**src/rtl/intc_app_ctrl_pkg.sv**
```systemverilog
package intc_app_ctrl_pkg;
  localparam int KEY_W      = 16;
  localparam int POS_RSTREQ = 2;
  localparam int POS_RSTSEC = 3;
  localparam int POS_GRP    = 8;
  localparam int POS_FLTNS  = 13;
  localparam int POS_PRISEC = 14;

  typedef struct packed {
    logic updGrpSec;
    logic updGrpNs;
    logic updSecOnly;
    logic accepted;
  } ctlStrobes_t;

  typedef struct packed {
    logic priSec;
    logic faultToNs;
    logic rstSecOnly;
  } secCfg_t;
endpackage

```
**src/rtl/intc_app_ctrl_ctl.sv**
```systemverilog
module intc_app_ctrl_ctl
  import intc_app_ctrl_pkg::*;
#(
  parameter bit HAS_SECURITY = 1'b1,
  parameter logic [KEY_W-1:0] WR_KEY = 16'h05FA
) (
  input  logic             clk,
  input  logic             rstN,
  input  logic             wrEn,
  input  logic             secAttr,
  input  logic [KEY_W-1:0] wrKey,
  input  logic             rstReqBit,
  input  logic             curRstSecOnly,
  output ctlStrobes_t      strb,
  output logic             sysResetReq,
  output logic             prioUpdate
);
  logic keyOk;
  logic effSec;
  logic rstAllowed;

  assign keyOk      = (wrKey == WR_KEY);
  assign effSec     = secAttr & HAS_SECURITY;
  assign rstAllowed = effSec | ~curRstSecOnly;

  always_comb begin
    strb            = '0;
    strb.accepted   = wrEn & keyOk;
    strb.updGrpSec  = wrEn & keyOk & effSec;
    strb.updGrpNs   = wrEn & keyOk & ~effSec;
    strb.updSecOnly = wrEn & keyOk & effSec;
  end

  always_ff @(posedge clk or negedge rstN) begin
    if (!rstN) begin
      sysResetReq <= 1'b0;
      prioUpdate  <= 1'b0;
    end else begin
      sysResetReq <= strb.accepted & rstReqBit & rstAllowed;
      prioUpdate  <= strb.accepted;
    end
  end

  a_r1_no_effect_without_key: assert property (@(posedge clk) disable iff (!rstN)
    (wrEn && wrKey != WR_KEY) |=> (!sysResetReq && !prioUpdate));

  a_r5_blocked_reset: assert property (@(posedge clk) disable iff (!rstN)
    (wrEn && !(secAttr && HAS_SECURITY) && curRstSecOnly) |=> !sysResetReq);

  a_r11_strobe_follows_write: assert property (@(posedge clk) disable iff (!rstN)
    (wrEn && wrKey == WR_KEY) |=> prioUpdate);

  a_r11_strobe_idle: assert property (@(posedge clk) disable iff (!rstN)
    !wrEn |=> !prioUpdate);
endmodule

```
**src/rtl/intc_app_ctrl_dp.sv**
```systemverilog
module intc_app_ctrl_dp
  import intc_app_ctrl_pkg::*;
#(
  parameter bit HAS_SECURITY = 1'b1,
  parameter bit IS_V8        = 1'b1,
  parameter int GRP_W        = 3,
  parameter int MASK_W       = 8,
  parameter logic [KEY_W-1:0] RD_KEY = 16'hFA05
) (
  input  logic              clk,
  input  logic              rstN,
  input  ctlStrobes_t       strb,
  input  logic              secAttr,
  input  logic [GRP_W-1:0]  wrGrp,
  input  secCfg_t           wrCfg,
  output logic [31:0]       rdData,
  output logic              curRstSecOnly,
  output logic [MASK_W-1:0] prioMask
);
  localparam int SH_W = GRP_W + 1;
  localparam secCfg_t CFG_RST = '{priSec: 1'b0, faultToNs: !HAS_SECURITY, rstSecOnly: 1'b0};

  logic [GRP_W-1:0] grpSec;
  logic [GRP_W-1:0] grpNs;
  secCfg_t          cfg;
  logic             rdSec;
  logic [SH_W-1:0]  shAmt;

  always_ff @(posedge clk or negedge rstN) begin
    if (!rstN) begin
      grpSec <= '0;
      grpNs  <= '0;
      cfg    <= CFG_RST;
    end else begin
      if (strb.updGrpSec)  grpSec <= wrGrp;
      if (strb.updGrpNs)   grpNs  <= wrGrp;
      if (strb.updSecOnly) cfg    <= wrCfg;
    end
  end

  assign rdSec         = secAttr & HAS_SECURITY;
  assign curRstSecOnly = cfg.rstSecOnly;

  always_comb begin
    rdData                      = '0;
    rdData[31:16]               = RD_KEY;
    rdData[POS_GRP +: GRP_W]    = rdSec ? grpSec : grpNs;
    if (rdSec) begin
      rdData[POS_RSTSEC] = cfg.rstSecOnly;
      rdData[POS_FLTNS]  = cfg.faultToNs;
      rdData[POS_PRISEC] = cfg.priSec;
    end else if (IS_V8) begin
      rdData[POS_FLTNS]  = cfg.faultToNs;
    end
  end

  assign shAmt    = SH_W'(grpNs) + SH_W'(1);
  assign prioMask = {MASK_W{1'b1}} << shAmt;

  a_r3_sec_copy_held: assert property (@(posedge clk) disable iff (!rstN)
    !strb.updGrpSec |=> $stable(grpSec));

  a_r3_ns_copy_held: assert property (@(posedge clk) disable iff (!rstN)
    !strb.updGrpNs |=> $stable(grpNs));

  a_r4_secure_bits_held: assert property (@(posedge clk) disable iff (!rstN)
    !strb.updSecOnly |=> $stable(cfg));
endmodule

```
**src/rtl/intc_app_ctrl_reg.sv**
```systemverilog
module intc_app_ctrl_reg
  import intc_app_ctrl_pkg::*;
#(
  parameter bit HAS_SECURITY = 1'b1,
  parameter bit IS_V8        = 1'b1,
  parameter int GRP_W        = 3,
  parameter int MASK_W       = 8
) (
  input  logic              clk,
  input  logic              rstN,
  input  logic              wrEn,
  input  logic              secAttr,
  input  logic [31:0]       wrData,
  output logic [31:0]       rdData,
  output logic              sysResetReq,
  output logic              prioUpdate,
  output logic [MASK_W-1:0] prioMask
);
  localparam logic [31:0] RSVD_MASK = 32'h0000_98F7;

  ctlStrobes_t strb;
  secCfg_t     wrCfg;
  logic        curRstSecOnly;

  assign wrCfg = '{priSec:     wrData[POS_PRISEC],
                   faultToNs:  wrData[POS_FLTNS],
                   rstSecOnly: wrData[POS_RSTSEC]};

  intc_app_ctrl_ctl #(
    .HAS_SECURITY(HAS_SECURITY)
  ) u_ctl (
    .clk          (clk),
    .rstN         (rstN),
    .wrEn         (wrEn),
    .secAttr      (secAttr),
    .wrKey        (wrData[31:16]),
    .rstReqBit    (wrData[POS_RSTREQ]),
    .curRstSecOnly(curRstSecOnly),
    .strb         (strb),
    .sysResetReq  (sysResetReq),
    .prioUpdate   (prioUpdate)
  );

  intc_app_ctrl_dp #(
    .HAS_SECURITY(HAS_SECURITY),
    .IS_V8       (IS_V8),
    .GRP_W       (GRP_W),
    .MASK_W      (MASK_W)
  ) u_dp (
    .clk          (clk),
    .rstN         (rstN),
    .strb         (strb),
    .secAttr      (secAttr),
    .wrGrp        (wrData[POS_GRP +: GRP_W]),
    .wrCfg        (wrCfg),
    .rdData       (rdData),
    .curRstSecOnly(curRstSecOnly),
    .prioMask     (prioMask)
  );

  a_r10_reserved_read_zero: assert property (@(posedge clk) disable iff (!rstN)
    (rdData & RSVD_MASK) == 32'h0);
endmodule

```
**config.mk**
```make
export PLATFORM = sky130hd
export DESIGN_NAME = intc_app_ctrl_reg
export DESIGN_NICKNAME = d
export VERILOG_FILES = /design/src/rtl/intc_app_ctrl_pkg.sv /design/src/rtl/intc_app_ctrl_ctl.sv /design/src/rtl/intc_app_ctrl_dp.sv /design/src/rtl/intc_app_ctrl_reg.sv
export SDC_FILE = /design/constraint.sdc
export NUM_CORES = 1
export LEC_CHECK = 0
export CAP_MARGIN = 5
export CORE_UTILIZATION = 31
export CTS_CLUSTER_DIAMETER = 60
export CTS_CLUSTER_SIZE = 14
export DETAILED_ROUTE_END_ITERATION = 7
export HOLD_SLACK_MARGIN = 0.1
export PLACE_DENSITY = 0.79
export SKIP_LAST_GASP = 1
export SLEW_MARGIN = 25
export SYNTH_ARGS = -nofsm -noshare
export SYNTH_HDL_FRONTEND = slang
export SYNTH_SLANG_ARGS = --single-unit
```
**constraint.sdc**
```tcl
create_clock -name clk -period 1.65 [get_ports clk]
set_clock_uncertainty 0.05 [all_clocks]
set_input_delay 0.165 -clock clk [delete_from_list [all_inputs] [get_ports clk]]
set_output_delay 0.165 -clock clk [all_outputs]
set_load 0.01 [all_outputs]
```
==> flow_results.xml <==
<?xml version="1.0" encoding="UTF-8"?>
<metrics>
  <group name="timing">
    <metric name="layout_setup_ws" unit="ps">-33.26</metric>
    <metric name="final_min_period_over_clock_period" unit="%">102.0</metric>
    <metric name="final_count_of_negative_setup_slack_endpoints" unit="">2</metric>
    <metric name="max_freq" unit="MHz">594.1</metric>
    <metric name="final_max_slew_viol_count" unit="">0</metric>
    <metric name="total_negative_slack_for_setup_checks" unit="ps">-40.87</metric>
    <metric name="report.final.hold_viol_count" unit="">0</metric>
    <metric name="setup_repair_after_global_routing_missed_its_margin" unit="">true</metric>
    <metric name="min_period" unit="ps">1683</metric>
  </group>
  <group name="die">
    <metric name="initial_core_utilization" unit="%">33.97</metric>
    <metric name="chip_width" unit="um">55.04</metric>
    <metric name="number_of_standard_cell_rows_in_the_floorplan" unit="">18</metric>
    <metric name="design.die.area" unit="mm^2">0.003029</metric>
    <metric name="core-area" unit="mm^2">0.002567</metric>
    <metric name="chipHeight" unit="um">55.04</metric>
    <metric name="io-pin-count" unit="">78</metric>
  </group>
  <group name="cells_and_area">
    <metric name="num_antenna_cells" unit="">0</metric>
    <metric name="area.growth.synth_to_final" unit="%">57.68</metric>
    <metric name="nets" unit="">178</metric>
    <metric name="n_fill_cell" unit="">231</metric>
    <metric name="share_of_layout_cells_above_drive_strength_1" unit="%">31.88</metric>
  </group>
  <group name="global_route">
    <metric name="global_route.usage.total" unit="%">12.56</metric>
    <metric name="overflow" unit="">0</metric>
    <metric name="largest_net_degree_at_the_start_of_global_routing" unit="">12</metric>
    <metric name="grt_first_pass_wirelength" unit="um">2587</metric>
    <metric name="antenna_found_initial" unit="">0</metric>
    <metric name="first_global_vias" unit="">661</metric>
  </group>
  <group name="setup_path">
    <metric name="critPathKind" unit="">reg2out</metric>
    <metric name="worst_ep_arrival_time" unit="ps">1470</metric>
    <metric name="critical_path.endpoint_type" unit="">output port</metric>
    <metric name="worstPathMaxFanout" unit="">5</metric>
    <metric name="start_kind" unit="">flop</metric>
    <metric name="crit_path_from" unit="">u_dp.grpNs[0]$_DFFE_PN0P_</metric>
    <metric name="worst_ep_required_time" unit="ps">1430</metric>
    <metric name="r2r_start" unit="">u_dp.grpNs[1]$_DFFE_PN0P_</metric>
  </group>
  <group name="drt">
    <metric name="post_drt_via_cell_ratio" unit="">4.262</metric>
    <metric name="via_count" unit="">716</metric>
    <metric name="drt_pass1_iterations" unit="">1</metric>
    <metric name="route.detailed.wl_per_inst" unit="um">10.66</metric>
    <metric name="ant_nets" unit="">0</metric>
    <metric name="post-route-drc-count" unit="">0</metric>
    <metric name="totalWireLength" unit="um">1791</metric>
    <metric name="drt_first_iter_violations" unit="">0</metric>
  </group>
  <group name="logic_synthesis">
    <metric name="synth.yosys.warnings" unit="">0</metric>
    <metric name="synth_area" unit="um^2">872.1</metric>
    <metric name="avgSynthCellArea" unit="um^2">9.910</metric>
    <metric name="post_synth_inst_count" unit="">88</metric>
    <metric name="synthDistinctLibCells" unit="">25</metric>
    <metric name="yosysSeqAreaShare" unit="%">31.56</metric>
    <metric name="ys_ff_latch" unit="">11</metric>
  </group>
  <group name="pwr">
    <metric name="power.share.combinational" unit="%">19.2</metric>
    <metric name="swShare" unit="%">24.63</metric>
    <metric name="power.ir.vdd_worst" unit="mV">0.2913</metric>
    <metric name="internal_power" unit="W">0.0004174</metric>
    <metric name="p_leak" unit="nW">0.7509</metric>
    <metric name="power.sequential.fraction" unit="%">48.7</metric>
    <metric name="power.clock.fraction" unit="%">32.1</metric>
    <metric name="finalPower" unit="W">0.0005538</metric>
    <metric name="switchingPower" unit="W">0.0001364</metric>
    <metric name="power.density" unit="mW/mm^2">402.7</metric>
  </group>
  <group name="outcome">
    <metric name="violations" unit="">negative setup slack</metric>
    <metric name="outcome" unit="">finished with violations</metric>
  </group>
  <group name="cts">
    <metric name="clk_pin_slew" unit="ps">70</metric>
    <metric name="cts.root.buffer_cell" unit="">clkbuf_4</metric>
    <metric name="clkLatencyLatePin" unit="ps">260</metric>
    <metric name="h-tree-depth" unit="">1</metric>
    <metric name="clock_sink_count" unit="">11</metric>
    <metric name="cts_made_buffers" unit="">3</metric>
    <metric name="cts_buffer_depth" unit="">2</metric>
    <metric name="tritoncts" unit="">yes</metric>
  </group>
  <group name="worst_hold_path">
    <metric name="worst_hold_path_type" unit="">in2async</metric>
  </group>
  <group name="placement">
    <metric name="place.gp.congestion" unit="">0.6705</metric>
    <metric name="count_of_input_and_output_buffers" unit="">42</metric>
    <metric name="dp_hpwl" unit="um">1410</metric>
  </group>
  <group name="flow_run">
    <metric name="count_of_max_cap_constraint_violations" unit="">0</metric>
  </group>
</metrics>
-- layout make-up --
cell class	instances	area, um^2	share of cell area [%]
clock inverters	1	5.005	0.3640
inverters	5	18.77	1.365
clock buffers	3	22.52	1.638
well taps	30	37.54	2.730
flip-flops and latches	11	275.3	20.02
repair buffers	51	484.2	35.21
multi-input cells	67	531.8	38.67
-- metrics by stage --
stage	hold slack (ps)	setup slack [ps]	utilization [%]	cells	area, um^2
6_report	167.1	-33.26	53.56	168	1375
5_1_grt	219.9	-108.0	53.56	168	1375
4_1_cts	188.3	-85.57	50.05	167	1285
3_5_place_dp	431.6	-379.2	48.59	161	1247
3_3_place_gp	430.2	-324.5	48.59	161	1247
2_1_floorplan	-180.6	135.3	-	112	962.2
-- worst paths after layout --
kind	to	slack, ps	depth (start not counted)
max reg2reg	u_dp.grpNs[1]$_DFFE_PN0P_	660	2
min in group clk	u_ctl.sysResetReq$_DFF_PN0_	370	3
max	prioMask[1]	-30	7
min	u_dp.grpSec[0]$_DFFE_PN0P_	170	1
max in group asynchronous	u_dp.grpNs[2]$_DFFE_PN0P_	1060	1
min reg2reg	u_ctl.sysResetReq$_DFF_PN0_	450	1
-- sequential cells by signal, summed over array words and instances, names as in the netlist --
register / flops
u_ctl.prioUpdate: 1
u_ctl.sysResetReq: 1
u_dp.cfg: 2
u_dp.curRstSecOnly: 1
u_dp.grpNs: 3
u_dp.grpSec: 3
-- metal layers --
metal / GRT usage (%) / wire (um) / vias to the layer above
li1: - / - / 338
met1: 12.33 / 651 / 326
met2: 22.89 / 953 / 48
met3: 3.825 / 158 / 4
met4: 7.500 / 28 / 0
met5: 0 / 0 / -
-- critical path: stages, from the launching register on --
cell and delay (ps):
dfrtp_1 410, ha_4 180, nand2_4 50, a21oi_4 140, nor2_4 70, buf_6 110
nor2b_1 100, buf_2 140
-- synthesized netlist by cell type (all sizes together) --
| cell | n | area [um^2] |
|---|---|---|
| buf | 28 | 214.0 |
| nand4 | 1 | 12.51 |
| ha | 3 | 37.54 |
| nor3 | 1 | 5.000 |
| and4b | 1 | 11.26 |
| nor4b | 1 | 15.01 |
| mux2 | 11 | 146.4 |
| clkbuf | 1 | 3.750 |
| o21ai | 2 | 10.01 |
| a21oi | 1 | 5.000 |
| nor2 | 4 | 15.01 |
| and2b | 1 | 7.510 |
| nand3b | 1 | 7.510 |
| and2 | 2 | 12.51 |
| inv | 5 | 18.77 |
| nor2b | 2 | 12.51 |
| nand3 | 1 | 5.000 |
| and4bb | 1 | 12.51 |
| dfrtp | 11 | 275.3 |
| or3 | 1 | 6.260 |
| a2111oi | 1 | 8.760 |
| nand2 | 6 | 22.52 |
| conb | 2 | 7.510 |
-- layout by cell type, fill, tap and decap left out, drive strengths merged, types with 2 or more instances in the layout --
master,netlist,routed
o21ai,2,2
nor2b,2,2
conb,2,26
buf,28,13
dlymetal6s2s,0,4
nor2,4,4
nand2,6,6
dlygate4sd2,0,4
dfrtp,11,11
clkbuf,1,7
clkdlybuf4s50,0,26
mux2,11,11
ha,3,3
and2,2,2
inv,5,5
-- repair_timing --
action | 4_1_cts | 5_1_grt
hold buffers | 0 | 0
pin swaps | 2 | 5
setup endpoints to repair | 19 | 17
setup buffers | 2 | 1
gates resized for setup | 30 | 31
endpoints found under the hold margin | 0 | 0
-- cells by family after synthesis --
| kind of cell | Yosys count | share of synthesized area (%) |
|---|---|---|
| fa+ha+maj | 3 | 4.305 |
| other cells | 2 | 0.8612 |
| buf+inv | 34 | 27.12 |
| compound gates | 4 | 2.726 |
| flops | 11 | 31.56 |
| simple gates | 23 | 16.64 |
| mux | 11 | 16.79 |
-- power by group through the flow --
stage               registers [W]  logic [W]  clock network [W]
global route             0.000269   0.000119           0.000201
global placement         0.000275   0.000103                  0
CTS                      0.000269   0.000104           0.000184
detailed placement       0.000275   0.000104                  0
finish                   0.000269   0.000106           0.000178
floorplan                0.000275  0.0000814                  0
Note: power is estimated with default switching activity, not from simulation.
